`src/rtl/xlat_pkg.sv`:
```
package xlat_pkg;
   localparam int DEV_W = 2;
   typedef logic [DEV_W-1:0] dev_sel_t;
   localparam dev_sel_t DEV_ONCHIP = '0;

   typedef enum logic [1:0] {
      TS_IDLE = 2'd0,
      TS_POST = 2'd1,
      TS_WAIT = 2'd2
   } trap_state_e;
endpackage

```
`src/rtl/xlat_rr_ptr.sv`:
```
module xlat_rr_ptr #(
   parameter int ENTRIES = 8,
   parameter int IDX_W   = 3
) (
   input  logic             clk,
   input  logic             rst_n,
   input  logic             advance,
   output logic [IDX_W-1:0] ptr
);
   localparam logic [IDX_W-1:0] LAST = IDX_W'(ENTRIES - 1);

   always_ff @(posedge clk) begin
      if (!rst_n) begin
         ptr <= '0;
      end else if (advance) begin
         ptr <= (ptr == LAST) ? '0 : ptr + 1'b1;
      end
   end
endmodule

```
`src/rtl/xlat_tlb.sv`:
```
module xlat_tlb
   import xlat_pkg::*;
#(
   parameter int ENTRIES = 8,
   parameter int VPN_W   = 20
) (
   input  logic             clk,
   input  logic             rst_n,
   input  logic [VPN_W-1:0] lk_vpn,
   output logic             hit,
   output logic [VPN_W-1:0] hit_ppn,
   output dev_sel_t         hit_dev,
   input  logic             wr_en,
   input  logic [VPN_W-1:0] wr_vpn,
   input  logic [VPN_W-1:0] wr_ppn,
   input  dev_sel_t         wr_dev,
   input  logic             inv_all
);
   localparam int IDX_W = (ENTRIES > 1) ? $clog2(ENTRIES) : 1;

   generate
      if (ENTRIES == 0) begin : g_none
         assign hit     = 1'b0;
         assign hit_ppn = '0;
         assign hit_dev = DEV_ONCHIP;
      end else begin : g_cam
         logic [ENTRIES-1:0] valid_q;
         logic [VPN_W-1:0]   vpn_q [ENTRIES];
         logic [VPN_W-1:0]   ppn_q [ENTRIES];
         dev_sel_t           dev_q [ENTRIES];
         logic [IDX_W-1:0]   victim;
         logic               do_write;

         assign do_write = wr_en & ~inv_all;

         xlat_rr_ptr #(.ENTRIES(ENTRIES), .IDX_W(IDX_W)) u_rr (
            .clk    (clk),
            .rst_n  (rst_n),
            .advance(do_write),
            .ptr    (victim)
         );

         always_ff @(posedge clk) begin
            if (!rst_n) begin
               valid_q <= '0;
            end else if (inv_all) begin
               valid_q <= '0;
            end else if (wr_en) begin
               valid_q[victim] <= 1'b1;
            end
         end

         always_ff @(posedge clk) begin
            if (do_write) begin
               vpn_q[victim] <= wr_vpn;
               ppn_q[victim] <= wr_ppn;
               dev_q[victim] <= wr_dev;
            end
         end

         // lowest matching index wins
         always_comb begin
            hit     = 1'b0;
            hit_ppn = '0;
            hit_dev = DEV_ONCHIP;
            for (int i = ENTRIES - 1; i >= 0; i--) begin
               if (valid_q[i] && (vpn_q[i] == lk_vpn)) begin
                  hit     = 1'b1;
                  hit_ppn = ppn_q[i];
                  hit_dev = dev_q[i];
               end
            end
         end
      end
   endgenerate
endmodule

```
`src/rtl/xlat_trap_fsm.sv`:
```
module xlat_trap_fsm
   import xlat_pkg::*;
#(
   parameter int ADDR_W = 32
) (
   input  logic              clk,
   input  logic              rst_n,
   input  logic              miss,
   input  logic [ADDR_W-1:0] miss_addr,
   input  logic              trap_ready,
   input  logic              resp_valid,
   output logic              trap_valid,
   output logic [ADDR_W-1:0] trap_addr,
   output logic              idle,
   output logic              resp_take
);
   trap_state_e state_q, state_d;

   always_comb begin
      state_d = state_q;
      unique case (state_q)
         TS_IDLE: if (miss)       state_d = TS_POST;
         TS_POST: if (trap_ready) state_d = TS_WAIT;
         TS_WAIT: if (resp_valid) state_d = TS_IDLE;
         default:                 state_d = TS_IDLE;
      endcase
   end

   always_ff @(posedge clk) begin
      if (!rst_n) begin
         state_q   <= TS_IDLE;
         trap_addr <= '0;
      end else begin
         state_q <= state_d;
         if (state_q == TS_IDLE && miss) trap_addr <= miss_addr;
      end
   end

   assign trap_valid = (state_q == TS_POST);
   assign idle       = (state_q == TS_IDLE);
   assign resp_take  = (state_q == TS_WAIT) && resp_valid;
endmodule

```
`src/rtl/xlat_trap_unit.sv`:
```
module xlat_trap_unit
   import xlat_pkg::*;
#(
   parameter int ADDR_W       = 32,
   parameter int DATA_W       = 32,
   parameter int PAGE_BITS    = 12,
   parameter int ONCHIP_BYTES = 262144,
   parameter int ENTRIES      = 8
) (
   input  logic                        clk,
   input  logic                        rst_n,
   input  logic                        req_valid,
   input  logic [ADDR_W-1:0]           req_addr,
   output logic                        req_stall,
   output logic                        rdata_valid,
   output logic [DATA_W-1:0]           rdata,
   output logic                        mem_valid,
   output logic [ADDR_W-1:0]           mem_addr,
   output logic [1:0]                  mem_dev,
   output logic                        mem_local,
   output logic                        trap_valid,
   output logic [ADDR_W-1:0]           trap_addr,
   input  logic                        trap_ready,
   input  logic                        resp_valid,
   input  logic [DATA_W-1:0]           resp_data,
   input  logic                        refill_we,
   input  logic [ADDR_W-PAGE_BITS-1:0] refill_vpn,
   input  logic [ADDR_W-PAGE_BITS-1:0] refill_ppn,
   input  logic [1:0]                  refill_dev,
   input  logic                        inv_all
);
   localparam int VPN_W = ADDR_W - PAGE_BITS;
   localparam logic [ADDR_W:0] ONCHIP_LIM = (ADDR_W + 1)'(ONCHIP_BYTES);

   generate
      if (PAGE_BITS < 1 || PAGE_BITS >= ADDR_W) begin : g_bad_page
         $error("xlat_trap_unit: PAGE_BITS must lie in 1..ADDR_W-1");
      end
      if (ONCHIP_BYTES < 0 || ENTRIES < 0) begin : g_bad_count
         $error("xlat_trap_unit: ONCHIP_BYTES and ENTRIES must be non-negative");
      end
      if (DEV_W != 2) begin : g_bad_dev
         $error("xlat_trap_unit: device code ports are 2 bits wide");
      end
   endgenerate

   logic             is_local;
   logic             tlb_hit;
   logic [VPN_W-1:0] hit_ppn;
   dev_sel_t         hit_dev;
   logic             fsm_idle;
   logic             miss;
   logic             resp_take;

   assign is_local = ({1'b0, req_addr} < ONCHIP_LIM);

   xlat_tlb #(.ENTRIES(ENTRIES), .VPN_W(VPN_W)) u_tlb (
      .clk    (clk),
      .rst_n  (rst_n),
      .lk_vpn (req_addr[ADDR_W-1:PAGE_BITS]),
      .hit    (tlb_hit),
      .hit_ppn(hit_ppn),
      .hit_dev(hit_dev),
      .wr_en  (refill_we),
      .wr_vpn (refill_vpn),
      .wr_ppn (refill_ppn),
      .wr_dev (refill_dev),
      .inv_all(inv_all)
   );

   assign miss      = req_valid & fsm_idle & ~is_local & ~tlb_hit;
   assign mem_valid = req_valid & fsm_idle & (is_local | tlb_hit);
   assign mem_local = is_local;
   assign mem_addr  = is_local ? req_addr : {hit_ppn, req_addr[PAGE_BITS-1:0]};
   assign mem_dev   = is_local ? DEV_ONCHIP : hit_dev;

   xlat_trap_fsm #(.ADDR_W(ADDR_W)) u_fsm (
      .clk       (clk),
      .rst_n     (rst_n),
      .miss      (miss),
      .miss_addr (req_addr),
      .trap_ready(trap_ready),
      .resp_valid(resp_valid),
      .trap_valid(trap_valid),
      .trap_addr (trap_addr),
      .idle      (fsm_idle),
      .resp_take (resp_take)
   );

   assign req_stall   = miss | (~fsm_idle & ~resp_take);
   assign rdata_valid = resp_take;
   assign rdata       = resp_data;
endmodule

```
`config.mk`:
```
export PLATFORM = sky130hd
export DESIGN_NAME = xlat_trap_unit
export DESIGN_NICKNAME = d
export VERILOG_FILES = /design/src/rtl/xlat_pkg.sv /design/src/rtl/xlat_rr_ptr.sv /design/src/rtl/xlat_tlb.sv /design/src/rtl/xlat_trap_fsm.sv /design/src/rtl/xlat_trap_unit.sv
export SDC_FILE = /design/constraint.sdc
export NUM_CORES = 1
export LEC_CHECK = 0
export BUFFER_PORTS_ARGS = -buffer_cell sky130_fd_sc_hd__buf_2
export CORE_UTILIZATION = 30
export DETAILED_ROUTE_END_ITERATION = 6
export HOLD_SLACK_MARGIN = 0.08
export PLACE_DENSITY = 0.55
export SLEW_MARGIN = 20
export SYNTH_ARGS = -nofsm -noshare
export SYNTH_HDL_FRONTEND = slang
export SYNTH_SLANG_ARGS = --single-unit
```
`constraint.sdc`:
```
create_clock -name clk -period 6.4 [get_ports clk]
set_clock_uncertainty 0.15 [all_clocks]
set_input_delay 0.96 -clock clk [delete_from_list [all_inputs] [get_ports clk]]
set_output_delay 0.96 -clock clk [all_outputs]
set_load 0.1 [all_outputs]
```
Yosys cells after proc, flatten, opt, wreduce, memory -nomap -nowiden
Memory sizes are Yosys's and may differ from the RTL's.
Cells that the tools add are included.
Operators by class
  add/subtract/negate cells: 1
  $lt $le $gt $ge: 3
  eq/ne operators: 14
  muxes and demuxes: 35
  bitwise logic cells: 15
  reduce and logical (&&, ||, !) cells: 14
Operators by type and width (count)
  $eq 20x20->1: 8
  $mux 20: 8
  $lt 32x19->1 const B: 1
  $mux 32: 1
  $mux 2: 12
  $logic_and 1x1->1: 11
  $mux 1: 11
  $or 8x8->8: 1
  $and 1x1->1: 6
  $not 1->1: 6
  $pmux 2 s3: 1
  $lt 3x4->1 const B: 1
  $ne 2x1->1 const B: 2
  $add 3x1->3 const B: 1
  $demux 1 s3: 1
  $eq 3x3->1 const B: 1
  $ge 3x1->1 const B: 1
  $mux 3: 1
  $reduce_and 3->1: 1
  $eq 2x1->1 const B: 1
  $eq 2x2->1 const B: 1
  $logic_not 2->1: 1
  $ne 2x2->1 const B: 1
  $or 1x1->1: 2
  $reduce_or 2->1: 1
Word-level totals
  register bits: 45
  memory bits (writable): 336
  bits of input ports: 113
  output and inout bits: 103
  logic and storage cells: 89
  memories: 3
Memory list
  u_tlb.g_cam.ppn_q: depth 8, width 20, rd ports 8, clocked after memory_dff 0, wr ports 1, RTL line xlat_tlb.sv:29  | logic [VPN_W-1:0] ppn_q [ENTRIES];
  u_tlb.g_cam.vpn_q: depth 8, width 20, rd ports 8, clocked after memory_dff 0, wr ports 1, RTL line xlat_tlb.sv:28  | logic [VPN_W-1:0] vpn_q [ENTRIES];
  u_tlb.g_cam.dev_q: depth 8, width 2, rd ports 8, clocked after memory_dff 0, wr ports 1, RTL line xlat_tlb.sv:30  | dev_sel_t dev_q [ENTRIES];

Logic depth before layout (Yosys ltp)
Gate-level depths: netlist of run 1.
  word-level depth: 14
  depth in mapped cells: 10
  mapped depth without buffers: 7

Hierarchy
Synthesis of run 1 repeated with hierarchy kept, for this count alone.
Unflattened totals
  cell total of the unflattened synthesis: 1180
  area, all modules: 16488.3 µm²
Modules (own cells, without submodules)
  xlat_tlb: instances 1, cells each 938, area each 14358.8 µm², seq. area each 10249.8 µm²
  xlat_trap_fsm: instances 1, cells each 151, area each 1413.9 µm², seq. area each 680.7 µm²
  xlat_trap_unit: instances 1, cells each 78, area each 568.0 µm², seq. area each 0.0 µm²
  xlat_rr_ptr: instances 1, cells each 13, area each 147.6 µm², seq. area each 60.1 µm²

Least setup slack after synthesis of run 1
No wires, ideal clock.
  path type: input -> output
  start point: in req_addr[20]
  end point: out mem_dev[1]
  arrival: 5634 ps
  required time: 5290 ps
  path slack: -344 ps
  cell stages on the path: 8
  path buffers: 1
  cells stage by stage: buf_2 -> xnor2_1 -> nand4_1 -> or4_1 -> nor2_1 -> and3_1 -> a2111oi_0 -> o41ai_1
Between the ends
  cells in the longest elaborated chain, start to end: 11
  elaborated cells between the ends (all ways): 26
  classes of those cells: 1 x order compare; 8 x eq/ne; 9 x mux; 8 x reduce/logical
Ends and longest elaborated chain
  start: declaration: RTL line xlat_trap_unit.sv:13  | input logic [ADDR_W-1:0] req_addr,
  $eq 20x20->1: RTL line xlat_tlb.sv:67  | if (valid_q[i] && (vpn_q[i] == lk_vpn)) begin
  $logic_and 1x1->1: RTL line xlat_tlb.sv:67
  $mux 2 (8 in a row): RTL line xlat_tlb.sv:67
  $mux 2 (*): RTL line xlat_trap_unit.sv:75  | assign mem_dev = is_local ? DEV_ONCHIP : hit_dev;
  end: declaration: RTL line xlat_trap_unit.sv:19  | output logic [1:0] mem_dev,
Mark *: on every way between the ends. The rest lies on a longest branch, timed or not.

Final worst setup path of run 1
  start point: in req_addr[30]
  end point: out mem_addr[13]
Between the ends
  cells in the longest elaborated chain, start to end: 11
  elaborated cells between the ends (all ways): 26
  classes of those cells: 1 x order compare; 8 x eq/ne; 9 x mux; 8 x reduce/logical
Ends and longest elaborated chain
  $eq 20x20->1: RTL line xlat_tlb.sv:67
  $logic_and 1x1->1: RTL line xlat_tlb.sv:67
  $mux 20 (8 in a row): RTL line xlat_tlb.sv:67
  $mux 32 (*): RTL line xlat_trap_unit.sv:74  | assign mem_addr = is_local ? req_addr : {hit_ppn, req_addr[PAGE_BITS-1:0]};
  end: declaration: RTL line xlat_trap_unit.sv:18  | output logic [ADDR_W-1:0] mem_addr,
Marked as above.

==> summary.json, run 1 <==
{
  "status": {
    "outcome": "finished with violations",
    "failed_checks": "DRC"
  },
  "floorplan": {
    "die_y_um": 233.3,
    "chipWidth_um": 233.3,
    "num_rows": 84,
    "initial_core_util_pct": 30.42,
    "design.portCount": 216,
    "core_area_sq_um": 52760,
    "die_area_sq_um": 54430
  },
  "detailed_routing": {
    "vias_per_cell": 4.953,
    "drt_pre_antenna_iters": 7,
    "drc_errors": 62,
    "detail-route-antenna-nets": 0,
    "routed_wl_mm": 47.46,
    "vias": 9742,
    "drt-initial-drc-count": 748,
    "routedWlPerCell_um": 24.13
  },
  "cells_and_area": {
    "final_net_count": 1361,
    "post_route_cells_drive_above_1_share_pct": 21.97,
    "nFillCells": 5071,
    "diodes": 0,
    "area_delta_synth_final_pct": 17.20
  },
  "clock_network": {
    "tritoncts": "built",
    "h-tree-depth": 2,
    "clk_pin_slew_worst_paths_ns": 0.06,
    "hold_buffers": 0,
    "insertion_delay_ns": 0.56,
    "tritoncts.num_buffers": 43,
    "cts.sinks": 381,
    "cts.root.buffer_cell": "sky130_fd_sc_hd__clkbuf_16",
    "cts_repair_resize_count": 0,
    "cts_post_setup_buffers_inserted": 0,
    "clk_path_buf_depth": 3
  },
  "sta": {
    "fraction_of_the_cycle_the_final_worst_path_needs_pct": 89.34,
    "timing.final.setup_violations": 0,
    "final_hold_violation_count": 0,
    "worst_pin_slew_ns": 1.016,
    "fin_setup_tns_ns": 0,
    "max_clock_freq_mhz": 174.9,
    "grt_setup_unrepaired": "no",
    "drv_slew": 0,
    "max_slew_margin_pct": 31.63,
    "finalWorstSetupSlack_ns": 0.6820,
    "layout_min_cycle_time_ns": 5.718
  },
  "critical_path": {
    "required_ns": 5.29,
    "timing.critical_path.from_type": "primary input",
    "crit_path_max_fanout": 13,
    "critical_path_end_type": "output port",
    "crit-reg2reg-launch": "u_tlb.g_cam.vpn_q[2][19]",
    "worst_setup_path_startpoint": "req_addr[30]",
    "critical_path_class": "primary input to output port",
    "crit_arrival_ns": 4.61
  },
  "synth": {
    "synth_cells": 1123,
    "synth_seq_cells": 381,
    "synth.avg_cell_area_sq_um": 14.29,
    "synth_cell_types": 60,
    "synth_area_sq_um": 16050,
    "netlist_top_cells_area": "sky130_fd_sc_hd__edfxtp_1 (63%), sky130_fd_sc_hd__xnor2_1 (6.2%), sky130_fd_sc_hd__dfxtp_1 (5.6%)",
    "synth.net_count": 1238,
    "async_reset_ff_share_pct": 0,
    "synth_top_flop_cell": "sky130_fd_sc_hd__edfxtp_1",
    "yosys_warnings": 0,
    "yosysSeqAreaShare_pct": 68.47,
    "synth-edff-count": 336,
    "netlist.top_cell.by_area": "sky130_fd_sc_hd__edfxtp_1",
    "synth_top_area_share_pct": 62.86
  },
  "placement": {
    "dp_worst_setup_slack_ns": 0.6295,
    "globalplace.congestion": 0.7807,
    "port-buffer-count": 151,
    "place.detailed.hpwl_mm": 30.51
  },
  "pwr": {
    "ir_worst_vdd_mv": 0.1669,
    "p_leak_nw": 6.454,
    "power_density_nw_per_um2": 300.5,
    "power_w": 0.005653
  },
  "grt": {
    "grt_antenna_before_repair": 4,
    "pin_count_of_the_biggest_net_entering_global_routing": 57,
    "via_count_of_the_first_global_routing_pass": 9771,
    "grt_first_pass_wirelength_mm": 67.85,
    "grt.overflow.total": 0,
    "grt_util_all_layers_pct": 17.41
  },
  "worst_hold_path": {
    "min_from": "u_fsm.trap_addr[6]",
    "min-delay-path-class": "register to register"
  },
  "run": {
    "timing.max_cap.violations": 0
  }
}
## cell usage after synthesis (6+ instances only)
cell	number
sky130_fd_sc_hd__a221o_1	7
sky130_fd_sc_hd__xnor2_1	114
sky130_fd_sc_hd__nand2_1	91
sky130_fd_sc_hd__o21ai_0	17
sky130_fd_sc_hd__xor2_1	43
sky130_fd_sc_hd__dfxtp_1	45
sky130_fd_sc_hd__clkbuf_1	32
sky130_fd_sc_hd__nor4_1	33
sky130_fd_sc_hd__mux2i_1	38
sky130_fd_sc_hd__a211oi_1	6
sky130_fd_sc_hd__o2111a_1	7
sky130_fd_sc_hd__inv_1	8
sky130_fd_sc_hd__nand3_1	21
sky130_fd_sc_hd__and3_1	11
sky130_fd_sc_hd__a21boi_0	6
sky130_fd_sc_hd__o21bai_1	10
sky130_fd_sc_hd__a22o_1	6
sky130_fd_sc_hd__buf_2	14
sky130_fd_sc_hd__o311ai_0	8
sky130_fd_sc_hd__nand4_1	27
sky130_fd_sc_hd__a31oi_1	6
sky130_fd_sc_hd__edfxtp_1	336
sky130_fd_sc_hd__nand2b_1	8
sky130_fd_sc_hd__o221a_2	6
sky130_fd_sc_hd__a221oi_1	12
sky130_fd_sc_hd__nor2_1	52
sky130_fd_sc_hd__nor2b_1	10
sky130_fd_sc_hd__buf_4	58
sky130_fd_sc_hd__nor3_1	19
sky130_fd_sc_hd__o21a_1	14
## cell usage in the layout (no fill, tap or decap), types with 27 or more instances in the layout
master                      Yosys  layout
sky130_fd_sc_hd__xor2_1        43      43
sky130_fd_sc_hd__edfxtp_1     336     336
sky130_fd_sc_hd__dfxtp_1       45      45
sky130_fd_sc_hd__xnor2_1      114     114
sky130_fd_sc_hd__buf_4         58      35
sky130_fd_sc_hd__nand2_1       91      91
sky130_fd_sc_hd__nand4_1       27      27
sky130_fd_sc_hd__nor2_1        52      46
sky130_fd_sc_hd__clkbuf_16      0      45
sky130_fd_sc_hd__mux2i_1       38      38
sky130_fd_sc_hd__buf_2         14     150
## per-layer routing
layer | vias up | global-route usage, % | share of wire (%)
met5 | - | 0 | 0.086
met4 | 6 | 5.699 | 2.4
met3 | 87 | 3.430 | 6.1
met2 | 308 | 27.64 | 47
met1 | 4929 | 23.71 | 45
li1 | 4412 | - | -
## state kept, by name, indices dropped and copies added, names as in the netlist
| name | flops |
|---|---|
| u_tlb.g_cam.dev_q | 16 |
| u_fsm.state_q | 2 |
| u_tlb.g_cam.u_rr.ptr | 3 |
| u_tlb.g_cam.ppn_q | 160 |
| u_fsm.trap_addr | 32 |
| u_tlb.g_cam.vpn_q | 160 |
| u_tlb.g_cam.valid_q | 8 |
## per-stage QoR
stage                     util, %  hold WS (ns)  std cells  instance area [sq um]
after global placement      32.97        0.2888       1888                  17390
final                       35.66        0.3056       1967                  18810
after floorplan                 -        0.2786       1123                  16100
after CTS                   35.66        0.3097       1967                  18810
after global routing        35.66        0.3214       1967                  18810
after detailed placement    32.99        0.2977       1889                  17400
## final timing paths
kind	slack, ns	endpoint	depth (start not counted)
setup reg to reg	2.76	u_fsm.trap_addr[8]	10
setup / recovery	0.68	mem_addr[13]	10
hold reg to reg	0.31	u_fsm.trap_addr[6]	2
hold / removal	0.31	u_fsm.trap_addr[6]	2
## layout make-up
class                   count  area (sq um)  share of cell area [%]
repair buffers            187          1054                   5.600
clock buffers              50          1155                   6.139
clock inverters            28         254.0                   1.350
flip-flops and latches    381         10990                   58.42
inverters                   8         30.03                  0.1596
multi-input cells         625          4469                   23.76
well taps                 688         860.8                   4.576
## power breakdown
part,switching (W),leakage (nW),internal (W)
combinational,0.000322,2.35,0.0000925
sequential,0.0000167,3.40,0.00274
clock,0.00102,0.695,0.00146
total,0.00136,6.45,0.00429
## worst max-delay path: stages
cell and delay (ns):
sky130_fd_sc_hd__buf_2 0.38, sky130_fd_sc_hd__xor2_1 0.13, sky130_fd_sc_hd__nor4_1 0.70, sky130_fd_sc_hd__and3_1 0.32, sky130_fd_sc_hd__and2_1 0.36, sky130_fd_sc_hd__buf_4 0.35, sky130_fd_sc_hd__nor3_1 0.09, sky130_fd_sc_hd__o311ai_0 0.52
sky130_fd_sc_hd__o221a_2 0.34, sky130_fd_sc_hd__buf_2 0.44
## kinds of logic (layout without fill, tap and decap cells)
kind of cell	count (synthesis)	count (layout)	synth area share, %
DFF	381	381	68.47
and+or+nand+nor	290	290	9.104
xor gates and xnor gates	157	157	8.567
AOI/OAI and AO/OA	137	137	6.875
buffers and inverters	117	273	4.389
muxes	39	39	2.440
adders and majority gates	2	2	0.1559
Power figures use the tool's default switching activity.
==> run 2, diff against run 1 <==
--- a/config.mk
+++ b/config.mk
@@ -8,2 +8,3 @@
 export BUFFER_PORTS_ARGS = -buffer_cell sky130_fd_sc_hd__buf_2
+export CAP_MARGIN = 20
 export CORE_UTILIZATION = 30
==> constraint.sdc (replaced) <==
create_clock -name clk -period 6.4 [get_ports clk]
set_clock_uncertainty 0.15 [all_clocks]
set_input_delay 0.64 -clock clk [delete_from_list [all_inputs] [get_ports clk]]
set_output_delay 0.64 -clock clk [all_outputs]
set_load 0.1 [all_outputs]
==> summary.json, run 2 (same netlist as run 1, synthesis figures left out) <==
{
  "detailed_routing": {
    "routed_wl": {"value": 45.30, "unit": "mm", "change": "-4.5%"},
    "vias": {"value": 9595, "change": "-1.5%"},
    "vias_per_cell": {"value": 4.900, "change": "-1.1%"},
    "detail-route-antenna-nets": {"value": 0, "change": "unchanged"},
    "drt_pre_antenna_iters": {"value": 7, "change": "unchanged"},
    "routedWlPerCell": {"value": 23.14, "unit": "um", "change": "-4.1%"},
    "drt-initial-drc-count": {"value": 796, "change": "+6.4%"},
    "drc_errors": {"value": 53, "change": "-15%"}
  },
  "critical_path": {
    "reg2reg_depth": {"value": 9, "change": "-1"},
    "timing.critical_path.from_type": "primary input",
    "crit_path_max_fanout": {"value": 11, "change": "-2"},
    "highest_cell_delay_on_the_worst_timing_path": {"value": 0.78, "unit": "ns", "change": "+0.08 ns"},
    "worstReg2RegEnd": "u_fsm.trap_addr[1]",
    "required": {"value": 5.61, "unit": "ns", "change": "+0.32 ns"},
    "crit_chain": "buf_2 -> xnor2_1 -> nand4_1 -> nor4_1 -> and2_0 -> buf_4 -> a211oi_1 -> o311a_1 -> o22ai_1 -> buf_2",
    "setup_slack_of_the_worst_register_to_register_path": {"value": 2.62, "unit": "ns", "change": "-0.14 ns"},
    "crit-reg2reg-launch": "u_tlb.g_cam.vpn_q[2][8]",
    "critical_path_class": "primary input to output port",
    "crit_arrival": {"value": 4.29, "unit": "ns", "change": "-0.32 ns"},
    "critical_path.most_common_cell": "sky130_fd_sc_hd__buf_2",
    "critical-path-slowest-cell": "sky130_fd_sc_hd__and2_0",
    "critical_path_end_type": "output port"
  },
  "sta": {
    "layout_min_cycle_time": {"value": 5.078, "unit": "ns", "change": "-0.6404 ns"},
    "max_clock_freq": {"value": 196.9, "unit": "MHz", "change": "+13%"},
    "final_hold_violation_count": {"value": 0, "change": "unchanged"},
    "fin_setup_tns": {"value": 0, "unit": "ns", "change": "unchanged"},
    "drv_slew": {"value": 0, "change": "unchanged"},
    "fraction_of_the_cycle_the_final_worst_path_needs": {"value": 79.34, "unit": "%", "change": "-10 points"},
    "timing.final.setup_violations": {"value": 0, "change": "unchanged"},
    "worst_pin_slew": {"value": 0.9929, "unit": "ns", "change": "-0.02337 ns"},
    "max_slew_margin": {"value": 33.61, "unit": "%", "change": "+2.0 points"},
    "grt_setup_unrepaired": "no",
    "finalWorstSetupSlack": {"value": 1.322, "unit": "ns", "change": "+0.6404 ns"}
  },
  "grt": {
    "grt_antenna_before_repair": {"value": 3, "change": "-1"},
    "grt_util_all_layers": {"value": 16.62, "unit": "%", "change": "-0.78 points"},
    "grt-busiest-layer": "met2",
    "grt.overflow.total": {"value": 0, "change": "unchanged"},
    "grt.met2_usage": {"value": 26.45, "unit": "%", "change": "-1.2 points"},
    "pin_count_of_the_biggest_net_entering_global_routing": {"value": 71, "change": "+25%"},
    "met1_usage": {"value": 22.52, "unit": "%", "change": "-1.2 points"},
    "grt_first_pass_wirelength": {"value": 65.25, "unit": "mm", "change": "-3.8%"},
    "via_count_of_the_first_global_routing_pass": {"value": 9494, "change": "-2.8%"},
    "gr-usage-met3": {"value": 3.333, "unit": "%", "change": "-0.098 points"}
  },
  "clock_network": {
    "clk_path_buf_depth": {"value": 3, "change": "unchanged"},
    "hold_buffers": {"value": 0, "change": "unchanged"},
    "cts.root.buffer_cell": "sky130_fd_sc_hd__clkbuf_16",
    "cts_repair_resize_count": {"value": 0, "change": "unchanged"},
    "h-tree-depth": {"value": 2, "change": "unchanged"},
    "tritoncts": "built",
    "cts.sinks": {"value": 381, "change": "unchanged"},
    "cts_post_setup_buffers_inserted": {"value": 0, "change": "unchanged"},
    "insertion_delay": {"value": 0.58, "unit": "ns", "change": "+0.02 ns"},
    "tritoncts.num_buffers": {"value": 41, "change": "-4.7%"},
    "clk_pin_slew_worst_paths": {"value": 0.06, "unit": "ns", "change": "about the same"}
  },
  "run": {
    "timing.max_cap.violations": {"value": 0, "change": "unchanged"}
  },
  "cells_and_area": {
    "layout_common_cells": "sky130_fd_sc_hd__edfxtp_1 (336), sky130_fd_sc_hd__buf_2 (152), sky130_fd_sc_hd__xnor2_1 (114)",
    "final_net_count": {"value": 1352, "change": "-0.66%"},
    "post_route_cells_drive_above_1_share": {"value": 20.63, "unit": "%", "change": "-1.3 points"},
    "final_common_cell": "sky130_fd_sc_hd__edfxtp_1",
    "area_delta_synth_final_pct": 15.64,
    "diodes": {"value": 0, "change": "unchanged"},
    "largest_regs": "u_tlb.g_cam.ppn_q x160, u_tlb.g_cam.vpn_q x160, u_fsm.trap_addr x32",
    "nFillCells": {"value": 5147, "change": "+1.5%"}
  },
  "floorplan": {
    "design.portCount": {"value": 216, "change": "unchanged"},
    "initial_core_util": {"value": 30.42, "unit": "%", "change": "unchanged"},
    "num_rows": {"value": 84, "change": "unchanged"},
    "chipWidth": {"value": 233.3, "unit": "um", "change": "unchanged"},
    "core_area": {"value": 52760, "unit": "sq um", "change": "unchanged"},
    "die_y": {"value": 233.3, "unit": "um", "change": "unchanged"},
    "die_area": {"value": 54430, "unit": "sq um", "change": "unchanged"}
  },
  "status": {
    "outcome": "finished with violations",
    "failed_checks": "DRC"
  },
  "pwr": {
    "ir_worst_vdd": {"value": 0.1493, "unit": "mV", "change": "-11%"},
    "p_leak": {"value": 6.338, "unit": "nW", "change": "-1.8%"},
    "power_density": {"value": 295.4, "unit": "nW/um^2", "change": "-1.7%"}
  },
  "worst_hold_path": {
    "min_from": "req_addr[3]",
    "min-delay-path-class": "primary input to register",
    "whs_endpoint": "u_fsm.trap_addr[3]",
    "worst_hold_path.num_cells": {"value": 3, "change": "+1"}
  },
  "placement": {
    "port-buffer-count": {"value": 151, "change": "unchanged"},
    "globalplace.congestion": {"value": 0.8296, "change": "+6.3%"},
    "dp_worst_setup_slack": {"value": 1.249, "unit": "ns", "change": "+0.6192 ns"},
    "place.detailed.hpwl": {"value": 29.34, "unit": "mm", "change": "-3.8%"}
  }
}
run 2: stage by stage:
step	hold slack, ns	instances	total power [W]	area [sq um]	util, %
6_report	0.1852	1958	0.005484	18560	35.18
4_1_cts	0.1451	1958	0.005544	18560	35.18
3_3_place_gp	0.2891	1881	0.003225	17270	32.72
5_1_grt	0.1614	1958	0.005656	18560	35.18
2_1_floorplan	0.2786	1123	0.003197	16050	-
3_5_place_dp	0.2946	1882	0.003231	17270	32.73
run 2: power by group:
| group | internal, W | switching [W] |
|---|---|---|
| Sequential | 0.00274 | 0.0000167 |
| Combinational | 0.0000927 | 0.000322 |
| Clock | 0.00132 | 0.000989 |
run 2: cell type report:
type | count | area [sq um] | area share [%]
clock buffer | 53 | 1081 | 5.824
clock inverter | 23 | 211.5 | 1.139
tap | 688 | 860.8 | 4.637
timing repair buffer | 180 | 970.9 | 5.231
inverter | 8 | 30.03 | 0.1618
multi-input combinational | 625 | 4418 | 23.80
sequential | 381 | 10990 | 59.21
run 2: per-layer routing:
layer  vias to the layer above  part of all wire, %
met5                         -                0.075
met4                         6                  2.7
met3                        79                  6.5
met2                       322                   46
met1                      4792                   44
li1                       4396                    -
run 2: worst max path at each step:
| stage | startpoint | endpoint | slack, ns | cells past startpoint |
|---|---|---|---|---|
| after detailed placement | req_addr[12] | mem_addr[12] | 1.25 | 9 |
| final | req_addr[15] | mem_addr[30] | 1.32 | 10 |
| after CTS | req_addr[15] | mem_addr[30] | 1.25 | 10 |
| after global routing | req_addr[15] | mem_addr[30] | 0.96 | 10 |
| after floorplan | req_addr[20] | mem_dev[1] | 0.30 | 8 |
| after global placement | req_addr[15] | mem_addr[30] | 1.28 | 10 |
run 2: worst max-delay path, delay by kind of cell:
family / cells / cell delay [ns]
AO/OA/AOI/OAI: 3 / 0.59
XOR/XNOR: 1 / 0.17
buffers and inverters: 3 / 1.20
AND/OR/NAND/NOR: 3 / 1.65
==> run 3, diff against run 2 <==
Clock period 6.4 ns to 5.06 ns, I/O delays scaled along.
==> summary.json, run 3 (same netlist as run 1, synthesis figures left out) <==
{
  "status": {
    "outcome": "finished with violations",
    "failed_checks": "DRC"
  },
  "pwr": {
    "power.switching_fraction": {"value": 23.94, "unit": "%", "change": "-0.26 points"},
    "p_leak": {"value": 6.617, "unit": "nW", "change": "+4.4%"},
    "combinationalPowerShare": {"value": 7.7, "unit": "%", "change": "about the same"},
    "internal_power": {"value": 0.005363, "unit": "W", "change": "+29%"},
    "p_clk_share": {"value": 42.9, "unit": "%", "change": "+0.8 points"},
    "p_sw": {"value": 0.001688, "unit": "W", "change": "+27%"},
    "ir_worst_vdd": {"value": 0.2172, "unit": "mV", "change": "+45%"},
    "power_density": {"value": 364.5, "unit": "nW/um^2", "change": "+23%"},
    "seqPwrFrac": {"value": 49.5, "unit": "%", "change": "-0.8 points"}
  },
  "critical_path": {
    "crit_path_max_fanout": {"value": 16, "change": "+5"},
    "crit-reg2reg-launch": "u_tlb.g_cam.vpn_q[2][19]",
    "timing.critical_path.from_type": "register",
    "worstReg2RegEnd": "u_fsm.trap_addr[9]",
    "crit_arrival": {"value": 3.69, "unit": "ns", "change": "-0.60 ns"},
    "critical_path_end_type": "output port",
    "required": {"value": 4.40, "unit": "ns", "change": "-1.21 ns"},
    "setup_slack_of_the_worst_register_to_register_path": {"value": 1.66, "unit": "ns", "change": "-0.96 ns"},
    "reg2reg_depth": {"value": 10, "change": "+1"},
    "critical_path_class": "register to output port"
  },
  "clock_network": {
    "clk_pin_slew_worst_paths": {"value": 0.06, "unit": "ns", "change": "about the same"},
    "tritoncts.num_buffers": {"value": 41, "change": "unchanged"},
    "cts.root.buffer_cell": "sky130_fd_sc_hd__clkbuf_16",
    "h-tree-depth": {"value": 2, "change": "unchanged"},
    "cts.sinks": {"value": 381, "change": "unchanged"},
    "clk_path_buf_depth": {"value": 3, "change": "unchanged"},
    "insertion_delay": {"value": 0.58, "unit": "ns", "change": "about the same"},
    "tritoncts": "built"
  },
  "cells_and_area": {
    "final_area": {"value": 19340, "unit": "sq um", "change": "+4.2%"},
    "largest_regs": "u_tlb.g_cam.ppn_q x160, u_tlb.g_cam.vpn_q x160, u_fsm.trap_addr x32",
    "area_delta_synth_final_pct": 20.52,
    "layout_common_cells": "sky130_fd_sc_hd__edfxtp_1 (336), sky130_fd_sc_hd__buf_2 (131), sky130_fd_sc_hd__xnor2_1 (114)",
    "final_common_cell": "sky130_fd_sc_hd__edfxtp_1",
    "post_route_cells_drive_above_1_share": {"value": 21.60, "unit": "%", "change": "+0.97 points"},
    "final_net_count": {"value": 1394, "change": "+3.1%"}
  },
  "placement": {
    "dpl_cell_area": {"value": 17720, "unit": "sq um", "change": "+2.6%"},
    "place.detailed.hpwl": {"value": 30.53, "unit": "mm", "change": "+4.0%"},
    "globalplace.congestion": {"value": 0.8156, "change": "-1.7%"},
    "port-buffer-count": {"value": 151, "change": "unchanged"}
  },
  "floorplan": {
    "die_y": {"value": 233.3, "unit": "um", "change": "unchanged"},
    "core_area": {"value": 52760, "unit": "sq um", "change": "unchanged"},
    "die_area": {"value": 54430, "unit": "sq um", "change": "unchanged"},
    "initial_core_util": {"value": 30.42, "unit": "%", "change": "unchanged"},
    "chipWidth": {"value": 233.3, "unit": "um", "change": "unchanged"},
    "design.portCount": {"value": 216, "change": "unchanged"},
    "num_rows": {"value": 84, "change": "unchanged"}
  },
  "sta": {
    "fin_setup_tns": {"value": 0, "unit": "ns", "change": "unchanged"},
    "worst_pin_slew": {"value": 1.059, "unit": "ns", "change": "+0.06619 ns"},
    "fraction_of_the_cycle_the_final_worst_path_needs_pct": 85.88,
    "layout_min_cycle_time_ns": 4.345,
    "drv_slew": {"value": 0, "change": "unchanged"},
    "hold_ws": {"value": 0.09135, "unit": "ns", "change": "-0.09383 ns"},
    "grt_setup_unrepaired": "no",
    "timing.final.setup_violations": {"value": 0, "change": "unchanged"},
    "max_slew_margin": {"value": 28.75, "unit": "%", "change": "-4.9 points"},
    "max_clock_freq_mhz": 230.1,
    "final_hold_violation_count": {"value": 0, "change": "unchanged"}
  },
  "worst_hold_path": {
    "whs_endpoint": "u_tlb.g_cam.ppn_q[2][18]",
    "min_from": "refill_ppn[18]",
    "worst_hold_path.num_cells": {"value": 1, "change": "-2"},
    "min-delay-path-class": "primary input to register"
  },
  "detailed_routing": {
    "drc_errors": {"value": 124, "change": "+130%"},
    "vias_per_cell": {"value": 4.882, "change": "-0.39%"},
    "routedWlPerCell": {"value": 22.84, "unit": "um", "change": "-1.3%"},
    "drt-initial-drc-count": {"value": 855, "change": "+7.4%"},
    "vias": {"value": 9763, "change": "+1.8%"},
    "routed_wl": {"value": 45.68, "unit": "mm", "change": "+0.84%"},
    "detail-route-antenna-nets": {"value": 0, "change": "unchanged"},
    "drt_pre_antenna_iters": {"value": 7, "change": "unchanged"}
  },
  "grt": {
    "grt.overflow.total": {"value": 0, "change": "unchanged"},
    "via_count_of_the_first_global_routing_pass": {"value": 9868, "change": "+3.9%"},
    "grt_util_all_layers": {"value": 16.87, "unit": "%", "change": "+0.25 points"},
    "pin_count_of_the_biggest_net_entering_global_routing": {"value": 43, "change": "-39%"},
    "grt_antenna_before_repair": {"value": 6, "change": "+3"},
    "grt_first_pass_wirelength": {"value": 66.18, "unit": "mm", "change": "+1.4%"}
  },
  "run": {
    "timing.max_cap.violations": {"value": 0, "change": "unchanged"}
  }
}
## run 3: worst max-delay path, stage by stage, from the launching register on
cell and delay [ns]:
sky130_fd_sc_hd__edfxtp_1 0.37, sky130_fd_sc_hd__xor2_1 0.15, sky130_fd_sc_hd__nor4_1 0.48, sky130_fd_sc_hd__and3_1 0.43, sky130_fd_sc_hd__nand2_1 0.15, sky130_fd_sc_hd__buf_4 0.24
sky130_fd_sc_hd__and3_1 0.19, sky130_fd_sc_hd__a2111oi_0 0.61, sky130_fd_sc_hd__o41ai_2 0.18, sky130_fd_sc_hd__buf_2 0.32
## run 3: worst max path at each step
stage,cells past startpoint,from,slack [ns],to
floorplan,10,req_addr[15],0.16,mem_addr[24]
global placement,10,req_addr[23],0.78,mem_dev[1]
detailed placement,10,req_addr[23],0.76,mem_dev[1]
CTS,9,u_tlb.g_cam.vpn_q[3][11],0.56,mem_dev[1]
global route,9,u_tlb.g_cam.vpn_q[3][11],0.42,mem_dev[1]
finish,9,u_tlb.g_cam.vpn_q[3][11],0.71,mem_dev[1]
## run 3: per-stage QoR
step | cells | utilization, % | power [W] | worst slack [ns]
after global placement | 1896 | 33.59 | 0.004078 | 0.7799
after detailed placement | 1896 | 33.59 | 0.004084 | 0.7588
final | 2000 | 36.67 | 0.007051 | 0.7146
after floorplan | 1123 | - | 0.004043 | 0.1555
after CTS | 1998 | 36.66 | 0.007118 | 0.5584
after global routing | 1999 | 36.66 | 0.007263 | 0.4240
## run 3: metal layers
layer | up-vias | wire (um) | track usage (%)
li1 | 4470 | - | -
met1 | 4879 | 20520 | 22.71
met2 | 307 | 20860 | 26.20
met3 | 99 | 2736 | 3.271
met4 | 8 | 1527 | 7.618
met5 | - | 43 | 0
## run 3: final cells by class
| cell class | count | area [sq um] |
|---|---|---|
| diodes | 2 | 5.005 |
| clock inverters | 27 | 277.8 |
| multi-input cells | 625 | 4463 |
| well taps | 688 | 860.8 |
| inverters | 8 | 30.03 |
| flip-flops and latches | 381 | 10990 |
| fillers | 5044 | 33420 |
| repair buffers | 222 | 1659 |
| clock buffers | 47 | 1059 |
## run 3: timing repair
action,4_1_cts,5_1_grt
endpoints found under the setup margin,0,0
resized for setup,0,0
setup buffers,0,0
hold buffers,28,0
hold endpoints to repair,123,0
## run 3: power groups by stage
| stage | combinational, W | sequential [W] | clock, W |
|---|---|---|---|
| 3_5_place_dp | 0.000528 | 0.00356 | 0 |
| 4_1_cts | 0.000547 | 0.00349 | 0.00308 |
| 5_1_grt | 0.000572 | 0.00349 | 0.00320 |
| 6_report | 0.000540 | 0.00349 | 0.00302 |
| 3_3_place_gp | 0.000523 | 0.00355 | 0 |
| 2_1_floorplan | 0.000352 | 0.00369 | 0 |
